File: config.mk
export PLATFORM = sky130hd
export DESIGN_NAME = diseqc_tx
export DESIGN_NICKNAME = d
export VERILOG_FILES = /design/src/rtl/diseqc_tx.sv
export SDC_FILE = /design/constraint.sdc
export NUM_CORES = 1
export LEC_CHECK = 0
export ABC_AREA = 1
export BUFFER_PORTS_ARGS = -buffer_cell sky130_fd_sc_hd__buf_2
export CORE_MARGIN = 1
export CORE_UTILIZATION = 35
export DETAILED_ROUTE_END_ITERATION = 8
export GPL_ROUTABILITY_DRIVEN = 0
export PLACE_DENSITY_LB_ADDON = 0.08
export SETUP_SLACK_MARGIN = 0.4
export SLEW_MARGIN = 20
export SYNTH_ARGS = -nofsm -noshare
export SYNTH_HDL_FRONTEND = slang
export SYNTH_SLANG_ARGS = --single-unit
File: constraint.sdc
create_clock -name clk -period 5.5 [get_ports clk]
set_input_delay 0.275 -clock clk [delete_from_list [all_inputs] [get_ports clk]]
set_output_delay 0.275 -clock clk [all_outputs]
set_load 0.05 [all_outputs]
File: src/rtl/diseqc_tx.sv
module diseqc_tx #(
  parameter int DEPTH        = 8,
  parameter int SETTLE_TICKS = 15,
  parameter int BURST_TICKS  = 25,
  localparam int AW = $clog2(DEPTH),
  localparam int LW = $clog2(DEPTH + 1),
  localparam int CW = $clog2((SETTLE_TICKS > BURST_TICKS ? SETTLE_TICKS : BURST_TICKS) + 1)
) (
  input  logic          clk,
  input  logic          rst_n,
  input  logic          tick,
  input  logic          wr_en,
  input  logic [AW-1:0] wr_addr,
  input  logic [7:0]    wr_data,
  input  logic [LW-1:0] msg_len,
  input  logic          burst_sel,
  input  logic          start,
  output logic          carrier,
  output logic          busy,
  output logic          done
);

  typedef enum logic [1:0] {IDLE, SETTLE, SYM, BURST} state_t;

  state_t        state;
  logic [CW-1:0] cnt;
  logic [1:0]    phase;
  logic [3:0]    bit_idx;
  logic [LW-1:0] byte_idx;
  logic [LW-1:0] len_q;
  logic          burst_q;
  logic [7:0]    mem [DEPTH];

  logic [7:0]    cur_byte;
  logic [7:0]    shifted;
  logic          sym_bit;
  logic [LW-1:0] nbytes;
  logic          last_byte;

  assign cur_byte  = (len_q == '0) ? 8'hFF : mem[byte_idx[AW-1:0]];
  assign shifted   = cur_byte << bit_idx[2:0];
  assign sym_bit   = bit_idx[3] ? ~(^cur_byte) : shifted[7];
  assign nbytes    = (len_q == '0) ? LW'(1) : len_q;
  assign last_byte = (byte_idx == nbytes - LW'(1));
  assign busy      = (state != IDLE);

  always_ff @(posedge clk) begin
    if (state == IDLE && wr_en)
      mem[wr_addr] <= wr_data;
  end

  always_ff @(posedge clk) begin
    if (!rst_n) begin
      state    <= IDLE;
      cnt      <= '0;
      phase    <= '0;
      bit_idx  <= '0;
      byte_idx <= '0;
      len_q    <= '0;
      burst_q  <= 1'b0;
      carrier  <= 1'b0;
      done     <= 1'b0;
    end else begin
      done <= 1'b0;
      case (state)
        IDLE: begin
          carrier <= 1'b0;
          if (start) begin
            state    <= SETTLE;
            cnt      <= '0;
            phase    <= '0;
            bit_idx  <= '0;
            byte_idx <= '0;
            len_q    <= (msg_len > LW'(DEPTH)) ? LW'(DEPTH) : msg_len;
            burst_q  <= burst_sel;
          end
        end
        SETTLE: begin
          if (tick) begin
            if (cnt == CW'(SETTLE_TICKS - 1)) begin
              cnt   <= '0;
              state <= (len_q == '0 && !burst_q) ? BURST : SYM;
            end else begin
              cnt <= cnt + CW'(1);
            end
          end
        end
        SYM: begin
          if (tick) begin
            case (phase)
              2'd0: begin
                carrier <= 1'b1;
                phase   <= 2'd1;
              end
              2'd1: begin
                if (sym_bit) carrier <= 1'b0;
                phase <= 2'd2;
              end
              default: begin
                carrier <= 1'b0;
                phase   <= 2'd0;
                if (bit_idx == 4'd8) begin
                  bit_idx <= '0;
                  if (last_byte) begin
                    state <= IDLE;
                    done  <= 1'b1;
                  end else begin
                    byte_idx <= byte_idx + LW'(1);
                  end
                end else begin
                  bit_idx <= bit_idx + 4'd1;
                end
              end
            endcase
          end
        end
        BURST: begin
          if (tick) begin
            if (cnt == CW'(BURST_TICKS)) begin
              carrier <= 1'b0;
              state   <= IDLE;
              done    <= 1'b1;
            end else begin
              if (cnt == '0) carrier <= 1'b1;
              cnt <= cnt + CW'(1);
            end
          end
        end
        default: state <= IDLE;
      endcase
    end
  end


  quiet_outside_tx_chk: assert property (@(posedge clk) disable iff (!rst_n)
    (state == IDLE || state == SETTLE) |-> !carrier);


  gap_tick_off_chk: assert property (@(posedge clk) disable iff (!rst_n)
    (state == SYM && phase == 2'd0) |-> !carrier);


  second_tick_on_chk: assert property (@(posedge clk) disable iff (!rst_n)
    (state == SYM && phase == 2'd1) |-> carrier);


  carrier_on_tick_chk: assert property (@(posedge clk) disable iff (!rst_n)
    (carrier != $past(carrier)) |-> $past(tick));


  done_single_chk: assert property (@(posedge clk) disable iff (!rst_n)
    done |=> !done);


  done_not_busy_chk: assert property (@(posedge clk) disable iff (!rst_n)
    done |-> (!busy && !carrier));

endmodule

==> flow_summary.toml, run 1 <==
[outcome]
status = "finished clean"

[die]
pin_count = 24
rows = 40
die_area_um2 = 12900
core_area_um2 = 12100
floorplan.initialDensity = 0.360
die_x_um = 113
die_y_um = 113

[synth]
syn_nets = 498
syn-cell-area_um2 = 4340
avgSynthCellArea_um2 = 9.26
ys_async_sr_fraction = 0
synth_cells = 469
synth_area_leader_cell = "edfxtp_1"
synth_ff_type = "edfxtp_1"
ys_ff_latch = 91
synth.yosys.warnings = 0
yosysUniqueCellTypes = 38
yosys.area.top_type_share = 0.442
synth_edf_count = 64
synth_area_leaders = "edfxtp_1 (44%), dfxtp_1 (12%), nand2_1 (12%), nand3_1 (8.1%), inv_1 (3.5%)"
ys_seq_area_frac = 0.567

[critical_path]
worstPathCellList = "inv_1, nand4_2, nand2_1, inv_1, ha_1, xnor2_1, xor2_1, nor2_1, o211a_1, nor2_1, inv_1, nand2_1, nand2_1, a21oi_1"
cp.depth = 14
worstPathRequired_ns = 5.78
critical_path_buf_inv_count = 3
endpoint_kind = "register"
r2r_cells = 14
crit_path_max_fanout = 13
max_stage_delay_ns = 0.42
slowest_stage = "nand4_2"
start_kind = "register"
crit_type = "register to register"
cp.arrival_ns = 2.84
crit_family = "simple AND/OR/NAND/NOR gates"

[timing]
fmax_ghz = 0.391
rsz0062_at_grt = "false"
finalCritPeriodShare = 0.465
fin_skew_ns = 0.00688
min_period_ns = 2.56
slew_viol_final = 0
fin_setup_tns_ns = 0
slew_headroom = 0.322
finalSetupViolCount = 0
hold_viol = 0
whs_ns = 0.147
fin_ws_ns = 2.94
tightest_slew_ns = 1.01

[clock_tree]
cts_resized = 0
cts_tree = "built"
clock_sinks = 91
worstSkewPairLatency_ns = 0.35
clk_pin_slew_ns = 0.07
postCtsSetupBuffers = 0
cts_made_buffers = 9
clock-root-buffer = "clkbuf_16"
ctsHoldBuffers = 0
htree_levels = 3
cts_buffer_depth = 2

[layout]
n_antenna_cell = 0
fin_nets = 518
fin_area_um2 = 4840
mostFrequentLayoutCells = "nand2_1 (136), nand3_1 (70), edfxtp_1 (64)"
drive_gt1_frac = 0.134
syn2layout_area_growth_pct = 11.4
post-route-util = 0.401
final_common_cell = "nand2_1"

[grt]
grt_use_total = 0.166
first_global_vias = 3124
grt_overflow_total = 0
antenna_found_initial = 0
grt_first_pass_wirelength_mm = 15.8
grt_max_degree = 34

[detailed_routing]
ant_nets = 0
drt-wirelength-per-cell_um = 14.3
drc = 0
avgViaCountPerCell = 4.73
routed_wl_mm = 9.49
drtPass1Iterations = 4
routed-via-count = 3130
drtIter0Drc = 124

[power_and_ir_drop]
peakVddDrop_v = 0.000175
p_per_area_nw_per_um2 = 389
p_leak_nw = 1.89

[placement]
dp_hpwl_mm = 6.48
postPlaceCellArea_um2 = 4560
portBuffers = 23
dp_slack_ns = 2.93

[min_path]
hold_depth = 3
hold_path.class = "input pin to register"

[flow_run]
maxCapViolCount = 0
## worst register-to-register path, stage by stage (launching register included)
cell     delay (ns)
dfxtp_1        0.33
inv_1          0.10
nand4_2        0.43
nand2_1        0.22
inv_1          0.07
ha_1           0.21
xnor2_1        0.17
xor2_1         0.16
nor2_1         0.06
o211a_1        0.14
nor2_1         0.25
inv_1          0.10
nand2_1        0.09
nand2_1        0.05
a21oi_1        0.11
## per-stage QoR
step	power [mW]	instances
floorplan	1.20	469
global placement	1.31	646
detailed placement	1.31	646
CTS	1.91	662
global route	2.00	662
finish	1.88	662
## flip-flops by register name, indices dropped and copies added, names as in the netlist, named ones only
name / cells
done: 1
bit_idx: 4
state: 2
carrier: 1
phase: 2
len_q: 4
byte_idx: 4
mem: 64
cnt: 5
burst_q: 1
## where the power goes
part           leakage (nW)  switching [mW]  total [mW]  internal, mW
logic                 0.958           0.325       0.473         0.148
registers             0.799          0.0372       0.815         0.778
clock network         0.136           0.283       0.597         0.314
## cell usage after synthesis (2+ instances only)
cell and n:
a211oi_1 3, a21oi_1 17, buf_2 3, buf_4 5, buf_6 5, dfxtp_1 27
edfxtp_1 64, ha_1 8, inv_1 40, inv_2 7, inv_4 2, nand2_1 136
nand2_2 3, nand3_1 70, nand3_2 6, nand4_1 5, nor2_1 26, nor2_2 2
nor2_4 3, nor3_1 7, nor3b_1 2, o21ai_0 7, o21ai_1 2, xor2_1 5
## kinds of logic after synthesis
logic type	after synthesis	synth area share
AO/OA/AOI/OAI	39	0.0553
XOR/XNOR	6	0.0121
adder cells (fa/ha/maj)	8	0.0230
buffers and inverters	63	0.0694
flip-flops	91	0.567
AND/OR/NAND/NOR	262	0.273
## layer usage
layer / vias to the layer above / GRT usage / wire length (µm)
met5: - / 0 / 0
met4: 0 / 0.0754 / 206
met3: 18 / 0.0404 / 406
met2: 47 / 0.282 / 4460
met1: 1441 / 0.201 / 4420
li1: 1624 / - / -
## layout make-up
cell class / count / area (µm²)
sequential: 91 / 2460
clock inverter: 7 / 57.6
timing repair buffer: 23 / 115
fill: 1224 / 7220
inverter: 49 / 189
tap: 168 / 210
multi-input combinational: 315 / 1580
clock buffer: 9 / 225
## final timing paths
kind                   start        to  slack [ns]
setup / recovery    len_q[2]  state[1]        2.94
setup reg to reg    len_q[2]  state[1]        2.94
hold / removal    msg_len[1]  len_q[1]        0.15
hold reg to reg     phase[0]  phase[0]        0.48
Note: power is estimated with default switching activity, not from simulation.
==> run 2: changes to the inputs <==
--- a/config.mk
+++ b/config.mk
@@ -5,7 +5,7 @@
 export SDC_FILE = /design/constraint.sdc
 export NUM_CORES = 1
 export LEC_CHECK = 0
-export ABC_AREA = 1
+export ABC_AREA = 0
 export BUFFER_PORTS_ARGS = -buffer_cell sky130_fd_sc_hd__buf_2
 export CORE_MARGIN = 1
 export CORE_UTILIZATION = 35
==> constraint.sdc (replaced) <==
create_clock -name clk -period 2.2 [get_ports clk]
set_input_delay 0.11 -clock clk [delete_from_list [all_inputs] [get_ports clk]]
set_output_delay 0.11 -clock clk [all_outputs]
set_load 0.05 [all_outputs]
==> run 2 against run 1 <==
The flow now finishes with violations (DRC); sequential share of layout area fell by 2.9 points; count of clock-buffer cells in the layout unchanged; via count is 11% lower; worst hold slack got worse by 0.11 ns; final cell count down 18%; non-clock buffer count increased by 35; core utilization grew 4.7 points; sequential power increased by 140%; largest cell class unchanged.
==> flow_summary.toml, run 2 <==
[outcome]
status = "complete, but fails checks"
violations = "DRC"

[grt]
first_global_vias = 2719
grt_max_degree = 18
antenna_found_initial = 0
grt_first_pass_wirelength_mm = 14.7
grt_overflow_total = 0
grt_use_total = 0.161

[critical_path]
endpoint_kind = "register"
crit_path_max_fanout = 12
max_stage_delay_ns = 0.38
worstPathRequired_ns = 2.48
worstPathCellList = "buf_12, mux2_2, o22ai_2, and4b_1, a2111oi_4, a2111oi_2, or3_1, o21ai_2"
slowest_stage = "dfxtp_4"
start_kind = "register"
cp.arrival_ns = 2.39
crit_type = "register to register"

[clock_tree]
cts_made_buffers = 9
htree_levels = 3
clock_sinks = 91
clock-root-buffer = "clkbuf_16"
clk_pin_slew_ns = 0.06
cts_tree = "built"
worstSkewPairLatency_ns = 0.34
cts_buffer_depth = 2

[layout]
fin_nets = 424
post-route-util = 0.449
largest_reg_flops = 64
n_fill_cell = 1075
drive_gt1_frac = 0.293
n_antenna_cell = 0
multi_input_area_um2 = 1740
seq_area_um2 = 2480
regMostFlops = "mem"
mostFrequentLayoutCells = "edfxtp_1 (64), nor2_1 (30), buf_4 (29)"
syn2layout_area_growth_pct = 24.3
reg_top3 = "mem: 64 flops, cnt: 5 flops"
final_common_cell = "edfxtp_1"
fin_area_um2 = 5170

[power_and_ir_drop]
pwr-share-comb = 0.223
peakVddDrop_v = 0.000430
power_switching_mw = 1.25
p_leak_nw = 1.77
seqPwrFrac = 0.453
clockPowerShare = 0.325
swShare = 0.289
p_per_area_nw_per_um2 = 835
p_int_mw = 3.07

[timing]
min_period_ns = 2.11
tightest_slew_ns = 0.560
fin_skew_ns = 0.00411
fmax_ghz = 0.475
slew_headroom = 0.625
whs_ns = 0.0358
rsz0062_at_grt = "true"
fin_ws_ns = 0.0932
finalSetupViolCount = 0
hold_viol = 0
finalCritPeriodShare = 0.958
slew_viol_final = 0

[placement]
portBuffers = 23
postPlaceCellArea_um2 = 4630
dp_slack_ns = -0.0348
dp_hpwl_mm = 6.06

[detailed_routing]
routed-via-count = 2781
drtIter0Drc = 122
drtPass1Iterations = 8
drc = 4
drt-wirelength-per-cell_um = 16.9
ant_nets = 0
routed_wl_mm = 9.18
avgViaCountPerCell = 5.12

[synth]
yosysMostFrequentCell = "edfxtp_1"
synthTopCellsByCount = "edfxtp_1 (64), nor2_1 (35), dfxtp_1 (27), nand2_1 (24), mux2i_1 (18)"
yosys.area.top_type_share = 0.463
ys_ff_latch = 91
synth_area_leader_cell = "edfxtp_1"
synth_ff_type = "edfxtp_1"
syn-cell-area_um2 = 4160
synth_cells = 336
yosysUniqueCellTypes = 57
synth_edf_count = 64
ys_seq_area_frac = 0.593
synth_area_leaders = "edfxtp_1 (46%), dfxtp_1 (13%), mux2i_1 (4.3%), nor2_1 (3.2%), ha_1 (2.4%)"
ys_async_sr_fraction = 0
synth.yosys.warnings = 0
syn_nets = 365
avgSynthCellArea_um2 = 12.4

[die]
floorplan.initialDensity = 0.361
rows = 39
core_area_um2 = 11500
die_x_um = 111
die_area_um2 = 12300
die_y_um = 111
pin_count = 24

[flow_run]
maxCapViolCount = 0

[min_path]
hold_path.class = "input pin to register"
==> run 2: cell count changes in the layout (fill, tap and decap cells not counted), sizes merged, moves of 5 or more <==
| cell | previous run | this run |
|---|---|---|
| nand2 | 139 | 24 |
| xnor2 | 1 | 10 |
| buf | 23 | 56 |
| nor2b | 0 | 6 |
| inv | 53 | 13 |
| nand3 | 76 | 5 |
| mux4 | 0 | 6 |
| mux2i | 0 | 18 |
| nor2 | 31 | 36 |
==> run 2: final timing paths <==
kind,from,to,slack [ns],depth (start not counted)
max,register,carrier,0.09,8
min,wr_data[1],mem[2][1],0.04,1
max reg2reg,register,carrier,0.09,8
min reg2reg,burst_q,burst_q,0.47,2
==> run 2: cell type report <==
class,instances,share of cell area
clock buffers,9,0.0436
clock inverters,7,0.00848
inverters,13,0.00945
multi-input cells,222,0.338
flip-flops and latches,91,0.480
well taps,143,0.0346
repair buffers,58,0.0865
==> run 2: logic make-up after synthesis <==
family	count (synthesis)	share of synthesized area
fa+ha+maj	8	0.0241
xor+xnor	15	0.0316
compound gates	66	0.107
mux	28	0.0894
flops	91	0.593
simple gates	105	0.127
buf+inv	23	0.0277
==> run 2: metrics by stage <==
| stage | power [mW] | TNS (ns) | cells |
|---|---|---|---|
| 6_report | 4.31 | 0 | 543 |
| 3_3_place_gp | 2.82 | -0.0110 | 517 |
| 4_1_cts | 4.31 | 0 | 542 |
| 5_1_grt | 4.53 | -0.107 | 543 |
| 2_1_floorplan | 2.52 | 0 | 336 |
| 3_5_place_dp | 2.82 | -0.0348 | 517 |
==> run 2: power by group through the flow <==
stage / registers (mW) / logic [mW] / clock network, mW
3_3_place_gp: 1.99 / 0.829 / 0
3_5_place_dp: 1.99 / 0.827 / 0
2_1_floorplan: 2.01 / 0.516 / 0
6_report: 1.95 / 0.960 / 1.40
5_1_grt: 1.96 / 1.06 / 1.51
4_1_cts: 1.95 / 0.903 / 1.45
==> run 2: repair_timing <==
item                                    in CTS  in global routing
endpoints found under the setup margin      12                 26
hold buffers                                 1                  0
hold endpoints to repair                     1                  0
pin swaps                                    8                 15
cloned                                       1                  0
gates resized for setup                     21                 18
buffers inserted                             7                  1
==> run 2: critical path, delay by kind of cell (launching register included) <==
kind	cells	cell delay, ns
simple gates	2	0.57
flops	1	0.38
buf+inv	1	0.16
compound gates	4	0.59
mux	1	0.35
==> run 2: routing by layer <==
layer	share of wire	vias to the layer above	track usage
li1	-	1381	-
met1	0.45	1341	0.201
met2	0.49	46	0.265
met3	0.038	13	0.0323
met4	0.023	0	0.0840
met5	0	-	0
